$ cat src/rtl/brom_pkg.sv
`timescale 1ns/1ps
package brom_pkg;
  typedef enum logic [1:0] {
    SZ_BYTE = 2'd0,
    SZ_WORD = 2'd1,
    SZ_LONG = 2'd2
  } xfer_size_t;

  typedef enum logic [2:0] {
    ST_IDLE,
    ST_SETUP,
    ST_WAIT,
    ST_STROBE,
    ST_DONE
  } seq_state_t;

  localparam int BEAT_W = 2;
endpackage

$ cat src/rtl/brom_beat_plan.sv
`timescale 1ns/1ps
module brom_beat_plan
  import brom_pkg::*;
(
  input  logic              port16,
  input  logic              burst_en,
  input  logic [1:0]        size,
  output logic [BEAT_W-1:0] last_idx,
  output logic              burst_ok
);
  logic is_byte;
  logic is_long;

  assign is_byte = (size == SZ_BYTE);
  assign is_long = size[1];

  always_comb begin
    if (port16) begin
      last_idx = is_long ? BEAT_W'(1) : BEAT_W'(0);
    end else if (is_long) begin
      last_idx = BEAT_W'(3);
    end else if (is_byte) begin
      last_idx = BEAT_W'(0);
    end else begin
      last_idx = BEAT_W'(1);
    end
  end

  // multi-beat qualifying cases only
  assign burst_ok = burst_en & (port16 ? is_long : ~is_byte);
endmodule

$ cat src/rtl/brom_wait_timer.sv
`timescale 1ns/1ps
module brom_wait_timer #(
  parameter int WAIT_W = 4
) (
  input  logic              clk,
  input  logic              rst_n,
  input  logic              load,
  input  logic [WAIT_W-1:0] load_val,
  input  logic              run,
  output logic              last
);
  logic [WAIT_W-1:0] cnt_q;
  logic [WAIT_W-1:0] cnt_d;
  logic              cnt_en;

  assign cnt_en = load | run;

  always_comb begin
    if (load) cnt_d = load_val;
    else      cnt_d = cnt_q - WAIT_W'(1);
  end

  always_ff @(posedge clk or negedge rst_n) begin
    if (!rst_n)      cnt_q <= '0;
    else if (cnt_en) cnt_q <= cnt_d;
  end

  assign last = (cnt_q == WAIT_W'(1));
endmodule

$ cat src/rtl/brom_data_pack.sv
`timescale 1ns/1ps
module brom_data_pack #(
  parameter int DATA_W = 32,
  parameter int ROM_W  = 16
) (
  input  logic              clk,
  input  logic              rst_n,
  input  logic              clr,
  input  logic              capture,
  input  logic              port16,
  input  logic              byte_req,
  input  logic              lane_odd,
  input  logic [ROM_W-1:0]  rom_data,
  output logic [DATA_W-1:0] data
);
  localparam int HALF_W = ROM_W / 2;

  logic [DATA_W-1:0] acc_q;
  logic [DATA_W-1:0] acc_d;
  logic [HALF_W-1:0] lane_byte;
  logic              acc_en;

  assign lane_byte = lane_odd ? rom_data[HALF_W-1:0] : rom_data[ROM_W-1:HALF_W];
  assign acc_en    = clr | capture;

  always_comb begin
    if (clr) begin
      acc_d = '0;
    end else if (port16 && !byte_req) begin
      acc_d = {acc_q[DATA_W-ROM_W-1:0], rom_data};
    end else if (port16) begin
      acc_d = {acc_q[DATA_W-HALF_W-1:0], lane_byte};
    end else begin
      acc_d = {acc_q[DATA_W-HALF_W-1:0], rom_data[HALF_W-1:0]};
    end
  end

  always_ff @(posedge clk or negedge rst_n) begin
    if (!rst_n)      acc_q <= '0;
    else if (acc_en) acc_q <= acc_d;
  end

  assign data = acc_q;
endmodule

$ cat src/rtl/brom_burst_ctrl.sv
`timescale 1ns/1ps
module brom_burst_ctrl
  import brom_pkg::*;
#(
  parameter int ADDR_W = 24,
  parameter int WAIT_W = 4
) (
  input  logic              clk,
  input  logic              rst_n,
  input  logic              cfg_burst_en,
  input  logic              cfg_port16,
  input  logic [WAIT_W-1:0] cfg_wait,
  input  logic              req,
  input  logic [ADDR_W-1:0] req_addr,
  input  logic [1:0]        req_size,
  output logic              ack,
  output logic [31:0]       rdata,
  output logic [ADDR_W-1:0] rom_addr,
  output logic              rom_cs_n,
  output logic              rom_rd_n,
  input  logic [15:0]       rom_data
);
  localparam int DATA_W = 32;
  localparam int ROM_W  = 16;

  // reset: asserted asynchronously, released through two flops
  logic rst_meta_q;
  logic rst_sync_q;

  always_ff @(posedge clk or negedge rst_n) begin
    if (!rst_n) begin
      rst_meta_q <= 1'b0;
      rst_sync_q <= 1'b0;
    end else begin
      rst_meta_q <= 1'b1;
      rst_sync_q <= rst_meta_q;
    end
  end

  seq_state_t        state_q, state_d;
  logic [ADDR_W-1:0] base_q;
  logic [1:0]        size_q;
  logic              port16_q;
  logic              burst_q;
  logic [WAIT_W-1:0] wait_q;
  logic [BEAT_W-1:0] last_q;
  logic [BEAT_W-1:0] beat_q;

  logic [BEAT_W-1:0] plan_last;
  logic              plan_burst;
  logic              accept;
  logic              tmr_load;
  logic              tmr_run;
  logic              tmr_last;
  logic              capture;
  logic              beat_inc;
  logic              wait_zero;
  logic              final_beat;
  logic              busy;
  logic [1:0]        addr_step;

  brom_beat_plan i_plan (
    .port16   (cfg_port16),
    .burst_en (cfg_burst_en),
    .size     (req_size),
    .last_idx (plan_last),
    .burst_ok (plan_burst)
  );

  brom_wait_timer #(.WAIT_W(WAIT_W)) i_timer (
    .clk      (clk),
    .rst_n    (rst_sync_q),
    .load     (tmr_load),
    .load_val (wait_q),
    .run      (tmr_run),
    .last     (tmr_last)
  );

  brom_data_pack #(.DATA_W(DATA_W), .ROM_W(ROM_W)) i_pack (
    .clk      (clk),
    .rst_n    (rst_sync_q),
    .clr      (accept),
    .capture  (capture),
    .port16   (port16_q),
    .byte_req (size_q == SZ_BYTE),
    .lane_odd (base_q[0]),
    .rom_data (rom_data),
    .data     (rdata)
  );

  assign wait_zero  = (wait_q == '0);
  assign final_beat = (beat_q == last_q);
  assign busy       = (state_q != ST_IDLE);

  always_comb begin
    state_d  = state_q;
    accept   = 1'b0;
    tmr_load = 1'b0;
    tmr_run  = 1'b0;
    capture  = 1'b0;
    beat_inc = 1'b0;
    unique case (state_q)
      ST_IDLE: begin
        if (req) begin
          accept  = 1'b1;
          state_d = ST_SETUP;
        end
      end
      ST_SETUP: begin
        tmr_load = ~wait_zero;
        state_d  = wait_zero ? ST_STROBE : ST_WAIT;
      end
      ST_WAIT: begin
        tmr_run = 1'b1;
        if (tmr_last) state_d = ST_STROBE;
      end
      ST_STROBE: begin
        capture = 1'b1;
        if (final_beat) begin
          state_d = ST_DONE;
        end else begin
          beat_inc = 1'b1;
          if (burst_q) begin
            tmr_load = ~wait_zero;
            state_d  = wait_zero ? ST_STROBE : ST_WAIT;
          end else begin
            state_d = ST_SETUP;
          end
        end
      end
      ST_DONE: state_d = ST_IDLE;
      default: state_d = ST_IDLE;
    endcase
  end

  always_ff @(posedge clk or negedge rst_sync_q) begin
    if (!rst_sync_q) begin
      state_q  <= ST_IDLE;
      base_q   <= '0;
      size_q   <= '0;
      port16_q <= 1'b0;
      burst_q  <= 1'b0;
      wait_q   <= '0;
      last_q   <= '0;
      beat_q   <= '0;
    end else begin
      state_q <= state_d;
      if (accept) begin
        base_q   <= req_addr;
        size_q   <= req_size;
        port16_q <= cfg_port16;
        burst_q  <= plan_burst;
        wait_q   <= cfg_wait;
        last_q   <= plan_last;
        beat_q   <= '0;
      end else if (beat_inc) begin
        beat_q <= beat_q + BEAT_W'(1);
      end
    end
  end

  // beat offset inside the four-address group
  assign addr_step = port16_q ? {beat_q[0], 1'b0} : beat_q;
  assign rom_addr  = {base_q[ADDR_W-1:2], base_q[1:0] + addr_step};

  assign rom_cs_n = ~((state_q == ST_WAIT) | (state_q == ST_STROBE));
  assign rom_rd_n = ~((state_q == ST_WAIT) | (state_q == ST_STROBE));
  assign ack      = (state_q == ST_DONE);
endmodule

$ cat config.mk
export PLATFORM = sky130hd
export DESIGN_NAME = brom_burst_ctrl
export DESIGN_NICKNAME = d
export VERILOG_FILES = /design/src/rtl/brom_pkg.sv /design/src/rtl/brom_beat_plan.sv /design/src/rtl/brom_wait_timer.sv /design/src/rtl/brom_data_pack.sv /design/src/rtl/brom_burst_ctrl.sv
export SDC_FILE = /design/constraint.sdc
export NUM_CORES = 1
export LEC_CHECK = 0
export BUFFER_PORTS_ARGS = -buffer_cell sky130_fd_sc_hd__buf_4
export CAP_MARGIN = 10
export CORE_MARGIN = 3
export CORE_UTILIZATION = 45
export CTS_CLUSTER_SIZE = 16
export DETAILED_ROUTE_END_ITERATION = 7
export PLACE_DENSITY = 0.71
export SYNTH_ARGS = -nofsm -noshare
export SYNTH_HDL_FRONTEND = slang
export SYNTH_SLANG_ARGS = --single-unit
$ cat constraint.sdc
create_clock -name clk -period 2.5 [get_ports clk]
set_input_delay 0.25 -clock clk [delete_from_list [all_inputs] [get_ports clk]]
set_output_delay 0.25 -clock clk [all_outputs]
set_load 0.01 [all_outputs]
==> results by group <==
Status
  • Status: complete, no violations

Place
  • PortBufs: 109
  • Detailed placement HPWL: approximately 5.4 mm
  • Setup Slack @ Placement: approximately 0.8 ns
  • GPL Wtd Cong: between 0.8 and 0.9

Worst setup path
  • Critical Path AT: ~1.6 ns
  • Data required, critical path: ~2.3 ns
  • Type of origin of the critical path: flop
  • Worst r2r path cells: 6
  • Type of the worst setup path: flop to primary output
  • Crit-path max FO: 5
  • Setup crit end kind: primary output

STA
  • Worst-Margin Slew: 0.953 ns
  • Final worst setup slack: about 0.6 ns
  • Final worst path period need: about 1.9 ns
  • Period utilization: between 70% and 80%
  • RSZ-0062 raised after global routing: false
  • Fmax: roughly 530 MHz
  • Setup TNS: 0 ns
  • Skew final: 0.00724 ns
  • Endpoints failing hold: 0
  • Final setup violation count: 0
  • Max_slew headroom: 36.4%
  • Final number of max-transition violations: 0

Clocking
  • Hold-fix buffers, CTS: 1
  • CTS tree: done
  • Worst-Skew Late Latency: about 0.34 ns
  • Postcts setup bufs: 0
  • TritonCTS Buffers: 9
  • Post-CTS sizing: 0
  • Htree depth: 3
  • CTS sink cnt: 77
  • Clock-pin transition on the worst setup and hold timing paths: approximately 0.080 ns
  • Clock Tree Buf Depth: 2
  • Root buffer cell: clkbuf_8

Finish
  • Synth-to-Final Area Change: 26.5%
  • Final nets: 513
  • Layout cells sized above 1: a little under a third
  • Antenna Cells: 0

Yosys
  • Register area share after synthesis: between 50 and 60%
  • Synth Area in Simple Gates: a little under a fifth
  • Top_reg_cell synth: dfrtp_1
  • Synth Area in Compound Gates: 7.17%
  • Largest family of logic cells by synthesized area: simple AND/OR/NAND/NOR gates
  • Largest area contributor in the netlist: dfrtp_1
  • Area share of fa/ha/maj cells after synthesis: around 1.0%
  • Synth cell count leaders: nand2_1, dfrtp_1, mux2i_1
  • Multiplexer share of the synthesized area: 10.8%
  • FF+latch count, synth: 77
  • Net Count, Synth: between 400 and 500
  • Count of cell types in the netlist: 41
  • Post-Syn Instances: 370
  • Most common cell in the synthesized netlist: nand2_1
  • Synth Warn #: 0
  • Post-synth EDFFs: 0
  • XOR/XNOR Fraction of Synth Area: 1.68%
  • Synth async-reset ratio: 100%
  • Post-synth top area share: a little over half
  • Synth Area per Inst: roughly 9.9 um^2
  • Top cells by area, synth: dfrtp_1, nand2_1, mux2i_1, buf_4, o21ai_1
  • Cell Area, Synth: between 0.003 and 0.004 mm^2

Route
  • WL final: between 7 and 8 mm
  • Routed length per instance: about 13 um
  • Detailed router's first-iteration violation count: 160
  • Post-route ant nets: 0
  • Vias per inst: approximately 4.9
  • Residual DRC: 0
  • Via count: 2756
  • First-pass detailed-route iteration total: 4

Global route
  • Antenna violations before repair: 0
  • Vias in the first global route: 2634
  • First-pass GRT wire length: around 12 mm
  • Grt ovf: 0
  • Pin count of the biggest net entering global routing: between 70 and 80
  • Tot GR Track Use: 17.1%

Pwr
  • Cell Pwr Density: ~1300 mW/mm^2
  • Static Leakage: 2.46 nW
  • Peak supply drop: about 0.0006 V

Die
  • Initial core utilization: about 47%
  • Io pins: 110
  • Die Y: 96.0 um
  • Die width: 96.0 um
  • Die area: just over 0.009 mm^2
  • Row count: 32
  • Core Box Area: between 0.007 and 0.008 mm^2

Min path
  • HP Class: input pin to flop
  • Hold depth: 3

Run
  • # Max-Cap Violations: 0
state kept, by name, summed over array words and instances, names as in the netlist:
| register | flops |
|---|---|
| base_q | 24 |
| i_timer.cnt_q | 4 |
| i_pack.data | 32 |
| rst_meta_q | 1 |
| wait_q | 4 |
| port16_q | 1 |
| state_q | 3 |
| burst_q | 1 |
| rst_sync_q | 1 |
| beat_q | 2 |
| size_q | 2 |
| last_q | 2 |
worst max-delay path, cell delays in order (launching register included):
cell	delay, ns
dfrtp_1	0.45
nor2b_1	0.16
ha_1	0.19
xor2_1	0.15
xnor2_1	0.20
buf_4	0.16
per-layer routing:
layer	GRT usage [%]	routed length [um]	vias up
li1	-	-	1367
met1	21.8	3370	1311
met2	27.9	3680	76
met3	5.86	513	2
met4	4.27	49	0
met5	0	0	-
where the power goes:
group / total, W / switching (W) / internal, W
clock network: 0.00100 / 0.000445 / 0.000558
registers: 0.00222 / 0.000458 / 0.00177
logic: 0.00269 / 0.00136 / 0.00133
placed cells by master (no fill, tap or decap), drive strengths merged:
master,count
nor2,6
or2,1
dlygate4sd3,1
conb,1
buf,117
a211oi,1
clkbuf,9
a31oi,1
o21ai,34
nor3,1
nand2b,1
nand3b,2
inv,6
xnor2,6
nand3,1
mux2i,35
nor4b,2
dfrtp,77
clkinv,3
bufinv,2
nor3b,1
a221oi,1
and2b,1
ha,3
nand4b,1
a21oi,3
o211a,1
nor4,1
or4,1
and2,1
nand2,132
mux2,3
a22o,1
o221ai,1
xor2,1
a21o,1
nor2b,3
final cells by class:
cell class / instances / area (um^2)
tap: 102 / 128
timing repair buffer: 118 / 888
sequential: 77 / 1930
multi-input combinational: 248 / 1440
clock inverter: 6 / 87.6
inverter: 5 / 18.8
clock buffer: 9 / 124
fill: 713 / 3190
cells by family after synthesis:
| family | after synthesis |
|---|---|
| DFF | 77 |
| buffers and inverters | 45 |
| and+or+nand+nor | 155 |
| xor gates and xnor gates | 7 |
| AOI/OAI and AO/OA | 44 |
| other | 1 |
| adders and majority gates | 3 |
| muxes | 38 |
per-stage QoR:
step	cells	hold WS (ns)	area [um^2]	power, W	util [%]
floorplan	370	-0.0456	3650	0.00418	-
global placement	549	0.0326	4400	0.00490	56.3
detailed placement	549	0.0353	4400	0.00498	56.3
CTS	565	0.0743	4620	0.00600	59.1
global route	565	0.0695	4620	0.00641	59.1
finish	565	0.0962	4620	0.00592	59.1
worst paths after layout:
path | start | end | slack [ns]
max | beat_q[0]$_DFFE_PN0P_ | rom_addr[1] | 0.61
min | req_addr[13] | base_q[13]$_DFFE_PN0P_ | 0.1
max reg2reg | state_q[2]$_DFFE_PN0P_ | i_pack.data[9]$_DFFE_PN0P_ | 0.78
min reg2reg | rst_meta_q$_DFF_PN0_ | rst_sync_q$_DFF_PN0_ | 0.35
max in group asynchronous | rst_sync_q$_DFF_PN0_ | i_pack.data[9]$_DFFE_PN0P_ | 1.40
min in group asynchronous | rst_n | rst_sync_q$_DFF_PN0_ | 0.23
(Power assumes the default switching activity.)
